==> src/rtl/sleep_wake_pkg.sv <==
package sleep_wake_pkg;

  typedef enum logic [1:0] {
    KIND_LIGHT,
    KIND_QUIET,
    KIND_DEEP
  } sleepKind_t;

  typedef enum logic [1:0] {
    ST_RUN,
    ST_SLEEP,
    ST_START,
    ST_HOLD
  } swState_t;

  typedef struct packed {
    logic latchMode;
    logic loadStart;
    logic loadHold;
    logic tick;
    logic flagIrq;
    logic flagReset;
  } swStrobe_t;

  function automatic sleepKind_t decodeKind(input logic [2:0] code);
    case (code)
      3'b001:  decodeKind = KIND_QUIET;
      3'b010:  decodeKind = KIND_DEEP;
      default: decodeKind = KIND_LIGHT;
    endcase
  endfunction

endpackage

==> src/rtl/swc_datapath.sv <==
module swc_datapath
  import sleep_wake_pkg::*;
#(
  parameter int STARTUP_CYCLES = 16,
  parameter int HOLD_CYCLES    = 4
) (
  input  logic       clk,
  input  logic       rstN,
  input  logic [2:0] sleepMode,
  input  swStrobe_t  strb,
  input  swState_t   state,
  output logic       cntZero,
  output logic       isDeep,
  output logic       cpuClkEn,
  output logic       ioClkEn,
  output logic       adcClkEn,
  output logic       wakeValid,
  output logic       wakeCause
);

  localparam int MAX_COUNT = (STARTUP_CYCLES > HOLD_CYCLES) ? STARTUP_CYCLES : HOLD_CYCLES;
  localparam int CNT_W     = (MAX_COUNT > 1) ? $clog2(MAX_COUNT + 1) : 1;
  localparam logic [CNT_W-1:0] START_LOAD = (STARTUP_CYCLES > 0) ? CNT_W'(STARTUP_CYCLES - 1) : '0;
  localparam logic [CNT_W-1:0] HOLD_LOAD  = (HOLD_CYCLES > 0) ? CNT_W'(HOLD_CYCLES - 1) : '0;

  sleepKind_t       kindReg;
  logic [CNT_W-1:0] cnt;
  logic             sleeping;

  always_ff @(posedge clk or negedge rstN) begin
    if (!rstN) begin
      kindReg <= KIND_LIGHT;
    end else if (strb.latchMode) begin
      kindReg <= decodeKind(sleepMode);
    end
  end

  always_ff @(posedge clk or negedge rstN) begin
    if (!rstN) begin
      cnt <= '0;
    end else if (strb.loadStart) begin
      cnt <= START_LOAD;
    end else if (strb.loadHold) begin
      cnt <= HOLD_LOAD;
    end else if (strb.tick && cnt != '0) begin
      cnt <= cnt - 1'b1;
    end
  end

  always_ff @(posedge clk or negedge rstN) begin
    if (!rstN) begin
      wakeValid <= 1'b0;
      wakeCause <= 1'b0;
    end else begin
      wakeValid <= strb.flagIrq | strb.flagReset;
      if (strb.flagReset) begin
        wakeCause <= 1'b1;
      end else if (strb.flagIrq) begin
        wakeCause <= 1'b0;
      end
    end
  end

  assign cntZero  = (cnt == '0);
  assign isDeep   = (kindReg == KIND_DEEP);
  assign sleeping = (state == ST_SLEEP) || (state == ST_START);

  always_comb begin
    cpuClkEn = 1'b1;
    ioClkEn  = 1'b1;
    adcClkEn = 1'b1;
    if (sleeping) begin
      cpuClkEn = 1'b0;
      if (kindReg != KIND_LIGHT) ioClkEn  = 1'b0;
      if (kindReg == KIND_DEEP)  adcClkEn = 1'b0;
    end
  end

endmodule

==> src/rtl/swc_ctrl.sv <==
module swc_ctrl
  import sleep_wake_pkg::*;
#(
  parameter int STARTUP_CYCLES = 16
) (
  input  logic      clk,
  input  logic      rstN,
  input  logic      sleepEn,
  input  logic      sleepStrobe,
  input  logic      anyIrq,
  input  logic      wakeReset,
  input  logic      cntZero,
  input  logic      isDeep,
  output swStrobe_t strb,
  output swState_t  state,
  output logic      coreHalt
);

  localparam bit HAS_STARTUP = (STARTUP_CYCLES > 0);

  swState_t nextState;

  always_ff @(posedge clk or negedge rstN) begin
    if (!rstN) state <= ST_RUN;
    else       state <= nextState;
  end

  always_comb begin
    nextState = state;
    strb      = '0;
    case (state)
      ST_RUN: begin
        if (sleepStrobe && sleepEn && !anyIrq) begin
          nextState      = ST_SLEEP;
          strb.latchMode = 1'b1;
        end
      end
      ST_SLEEP: begin
        if (wakeReset) begin
          nextState      = ST_RUN;
          strb.flagReset = 1'b1;
        end else if (anyIrq) begin
          if (isDeep && HAS_STARTUP) begin
            nextState      = ST_START;
            strb.loadStart = 1'b1;
          end else begin
            nextState     = ST_HOLD;
            strb.loadHold = 1'b1;
          end
        end
      end
      ST_START: begin
        if (wakeReset) begin
          nextState      = ST_RUN;
          strb.flagReset = 1'b1;
        end else if (cntZero) begin
          nextState     = ST_HOLD;
          strb.loadHold = 1'b1;
        end else begin
          strb.tick = 1'b1;
        end
      end
      default: begin
        if (wakeReset) begin
          nextState      = ST_RUN;
          strb.flagReset = 1'b1;
        end else if (cntZero) begin
          nextState    = ST_RUN;
          strb.flagIrq = 1'b1;
        end else begin
          strb.tick = 1'b1;
        end
      end
    endcase
  end

  assign coreHalt = (state != ST_RUN);

endmodule

==> src/rtl/sleep_wake_ctrl.sv <==
module sleep_wake_ctrl
  import sleep_wake_pkg::*;
#(
  parameter int IRQ_W          = 8,
  parameter int STARTUP_CYCLES = 16
) (
  input  logic             clk,
  input  logic             rstN,
  input  logic             sleepEn,
  input  logic [2:0]       sleepMode,
  input  logic             sleepStrobe,
  input  logic [IRQ_W-1:0] irqPending,
  input  logic             wakeReset,
  output logic             cpuClkEn,
  output logic             ioClkEn,
  output logic             adcClkEn,
  output logic             coreHalt,
  output logic             wakeValid,
  output logic             wakeCause
);

  localparam int HOLD_CYCLES = 4;

  swStrobe_t strb;
  swState_t  state;
  logic      cntZero;
  logic      isDeep;

  swc_ctrl #(.STARTUP_CYCLES(STARTUP_CYCLES)) u_ctrl (
    .clk         (clk),
    .rstN        (rstN),
    .sleepEn     (sleepEn),
    .sleepStrobe (sleepStrobe),
    .anyIrq      (|irqPending),
    .wakeReset   (wakeReset),
    .cntZero     (cntZero),
    .isDeep      (isDeep),
    .strb        (strb),
    .state       (state),
    .coreHalt    (coreHalt)
  );

  swc_datapath #(
    .STARTUP_CYCLES (STARTUP_CYCLES),
    .HOLD_CYCLES    (HOLD_CYCLES)
  ) u_dp (
    .clk       (clk),
    .rstN      (rstN),
    .sleepMode (sleepMode),
    .strb      (strb),
    .state     (state),
    .cntZero   (cntZero),
    .isDeep    (isDeep),
    .cpuClkEn  (cpuClkEn),
    .ioClkEn   (ioClkEn),
    .adcClkEn  (adcClkEn),
    .wakeValid (wakeValid),
    .wakeCause (wakeCause)
  );

endmodule

==> config.mk <==
export PLATFORM = sky130hd
export DESIGN_NAME = sleep_wake_ctrl
export DESIGN_NICKNAME = d
export VERILOG_FILES = /design/src/rtl/sleep_wake_pkg.sv /design/src/rtl/swc_datapath.sv /design/src/rtl/swc_ctrl.sv /design/src/rtl/sleep_wake_ctrl.sv
export SDC_FILE = /design/constraint.sdc
export NUM_CORES = 1
export LEC_CHECK = 0
export BUFFER_PORTS_ARGS = -buffer_cell sky130_fd_sc_hd__clkbuf_2
export CORE_UTILIZATION = 35
export DETAILED_ROUTE_END_ITERATION = 10
export SYNTH_ARGS = -nofsm -noshare
export SYNTH_HDL_FRONTEND = slang
export SYNTH_SLANG_ARGS = --single-unit
==> constraint.sdc <==
create_clock -name clk -period 1.7 [get_ports clk]
set_input_delay 0 -clock clk [delete_from_list [all_inputs] [get_ports clk]]
set_output_delay 0 -clock clk [all_outputs]
set_load 0.005 [all_outputs]
==> impl_metrics.yaml <==
run_status:
  run_status: "finished with violations"
  failing_checks: "negative setup slack"
synth:
  synthesis.area_um2: 721
  yosys_warnings: 0
  seq_area_frac_synth: 0.382
  edff_count_synth: 0
  top_count_cell_post_synth: "dfrtp_1"
  ys_types: 32
  async_reset_ff_frac: 1.00
  synth.ff_latch_count: 11
  synth.area.top_cells: "dfrtp_1 38%, ha_1 8.7%, o21ai_0 4.9%"
  syn_avg_cell_area_um2: 9.48
  postSynthCellCount: 76
  synth_nets: 97
  synth.cells.most_frequent: "11 x dfrtp_1, 8 x inv_1, 7 x o21ai_0"
  ys_dominant_reg_cell: "dfrtp_1"
  yosys.area.top_type: "dfrtp_1"
  synth_top_cell_area_share: 0.382
cts:
  clock_latency_ns: 0.28
  h-tree-depth: 1
  cts_root_buffer: "clkbuf_4"
  clock_sink_count: 11
  cts_tree: "yes"
  clock_tree.buffer_depth: 2
  clk_transition_reported_paths_ns: 0.08
  number_of_buffers_created_by_cts: 3
power:
  p_switching_uw: 580
  pwr_density_cell_mw_per_mm2: 1380
  leakagePower_nw: 0.574
  total_power_mw: 1.58
  clk_pwr_share: 0.124
  seq_power_share: 0.240
  power.internal_uw: 998
  power.ir.vdd_worst_uv: 760
  comb_power_share: 0.636
  power_switching_share: 0.367
routing:
  drc: 0
  drt_first_pass_iters: 5
  vias: 747
  drtIter0Drc: 12
  wl_um: 1880
  postRouteAntennaNets: 0
  vias_per_cell: 4.88
  routedWlPerCell_um: 12.3
sta:
  report.final.hold_viol_count: 0
  worst_slack_ns: -0.215
  fin_skew_ns: 0.00292
  slew-limit-headroom: 0.712
  crit_share_post_route: 1.13
  timing.final.max_slew_violations: 0
  layout_min_cycle_time_ns: 1.91
  unrepaired_setup_endpoints_after_global_routing: "yes"
  transition_time_at_the_pin_with_the_least_slew_margin_ns: 0.421
  fmaxAchievable_ghz: 0.522
  timing.final.setup_violations: 7
  timing.hold.ws_ns: 0.0412
min_path:
  min_path_type: "in -> reg"
worst_setup_path:
  max_stage_delay_ns: 0.45
  critPathKind: "reg -> reg"
  setup.worst_path.end_class: "register"
  slowest_stage: "or4b_4"
  critPathArrivalTime_ns: 2.09
  worst_path_required_ns: 1.87
  worst-path-max-fanout: 2
  startpoint_type: "register"
  crit_chain: "inv_2, ha_4, or4b_4, o211a_1, a221o_1, mux2_4"
placed_design:
  placedCellCount: 142
  port-buffer-count: 21
  placement.cell_area_um2: 997
  dp_hpwl_um: 1350
  place_congestion: 0.723
cells_and_area:
  layout.core_utilization: 0.589
  final_cell_count_no_fill: 153
  design_area_mm2: 0.00114
  post_route_cells_drive_above_1_share: 0.524
  area_added_between_synthesis_and_finish_pct: 58.7
  final_nets: 148
  fillerInstances: 181
  insertedDiodeCount: 0
global_route:
  globalRoute.busiestLayer: "met2"
  grt.met3_usage: 0.0462
  grtUsageMet1: 0.257
  grt_antenna_before_repair: 0
  grt_max_degree: 12
  grt_pass1_wl_um: 2750
  met2_usage: 0.266
  grt-ovfl-total: 0
  gr-usage-all-layers: 0.185
  via_count_of_the_first_global_routing_pass: 644
die:
  floorplan.rows: 16
  placeable_core_region_mm2: 0.00194
  starting_density_of_the_core: 0.371
  die_width_um: 47.4
  floorplan.die_area_mm2: 0.00224
  fp.dieH_um: 47.4
  io_pins: 22
flow_run:
  drv.max_cap_violation_count: 0
through the flow:
stage | setup WS (ns) | TNS (ns)
2_1_floorplan | -0.229 | -0.283
3_3_place_gp | -0.199 | -0.471
3_5_place_dp | -0.226 | -0.564
4_1_cts | -0.189 | -0.329
5_1_grt | -0.266 | -1.21
6_report | -0.215 | -0.705
flip-flops by register name (all words and copies together) (netlist names):
register / cells
u_dp.cnt: 5
u_ctrl.state: 2
u_dp.kindReg: 2
u_dp.wakeCause: 1
u_dp.wakeValid: 1
worst paths after layout:
path                                            startpoint                           to  slack [ns]  depth (start not counted)
worst max register to register     u_dp.cnt[1]$_DFFE_PN0P_  u_ctrl.state[0]$_DFFE_PN0P_       -0.21                          6
max in group asynchronous                             rstN   u_dp.wakeCause$_DFFE_PN0P_        1.35                          2
worst max-delay path               u_dp.cnt[1]$_DFFE_PN0P_  u_ctrl.state[0]$_DFFE_PN0P_       -0.21                          6
worst min-delay path                             wakeReset   u_dp.wakeCause$_DFFE_PN0P_        0.04                          3
min in group asynchronous                             rstN      u_dp.cnt[3]$_DFFE_PN0P_        0.12                          2
worst min register to register  u_dp.wakeCause$_DFFE_PN0P_   u_dp.wakeCause$_DFFE_PN0P_        0.50                          2
critical path, delay by kind of cell, from the launching register on:
| family | cells | cell delay (ns) |
|---|---|---|
| adders and majority gates | 1 | 0.13 |
| buffers and inverters | 1 | 0.08 |
| and+or+nand+nor | 1 | 0.45 |
| muxes | 1 | 0.30 |
| AOI/OAI and AO/OA | 2 | 0.44 |
| DFF | 1 | 0.40 |
power by group through the flow:
stage | Sequential (mW) | Clock [mW] | Combinational, mW
final | 0.379 | 0.195 | 1.00
after global routing | 0.390 | 0.216 | 1.10
after CTS | 0.379 | 0.199 | 0.881
after detailed placement | 0.381 | 0 | 0.804
after global placement | 0.378 | 0 | 0.793
after floorplan | 0.385 | 0 | 0.419
metal layers:
layer  vias to the layer above  share of wire
met2                        18           0.49
met1                       354           0.46
met5                         -              0
li1                        371              -
met3                         4          0.031
met4                         0          0.011
placed cells by master, fill, tap and decap left out, types with 2 or more instances in the layout:
master,netlist,final
a21oi_1,2,2
buf_4,0,23
clkbuf_2,0,21
clkbuf_4,0,3
dfrtp_1,11,11
ha_1,5,4
inv_1,8,6
inv_2,0,2
mux2_2,2,2
nand2_1,4,4
nand2b_1,2,2
nand3_1,5,3
nand3_2,0,2
nor2_1,3,3
nor2b_1,2,2
nor3b_1,2,2
nor4_1,2,2
o21ai_0,7,4
o21ai_1,0,2
xor2_1,2,2
timing repair:
action	in CTS	in global routing
endpoints found under the hold margin	11	0
gates resized for setup	6	10
buffers inserted	3	4
hold buffers	1	0
setup endpoints to repair	5	7
pin swaps	1	8
cell families after synthesis:
group / Yosys count / synth area share
and+or+nand+nor: 30 / 0.248
AOI/OAI and AO/OA: 15 / 0.139
DFF: 11 / 0.382
buffers and inverters: 8 / 0.0417
adders and majority gates: 5 / 0.0868
muxes: 4 / 0.0660
xor gates and xnor gates: 3 / 0.0365
final cells by class:
| class | instances | area, um2 | area share |
|---|---|---|---|
| Clock buffer | 3 | 22.5 | 0.0197 |
| Clock inverter | 1 | 5.00 | 0.00438 |
| Inverter | 8 | 30.0 | 0.0263 |
| Multi-Input combinational cell | 57 | 478 | 0.418 |
| Sequential cell | 11 | 275 | 0.241 |
| Tap cell | 27 | 33.8 | 0.0295 |
| Timing Repair Buffer | 46 | 299 | 0.261 |
Note: power is estimated with default switching activity, not from simulation.
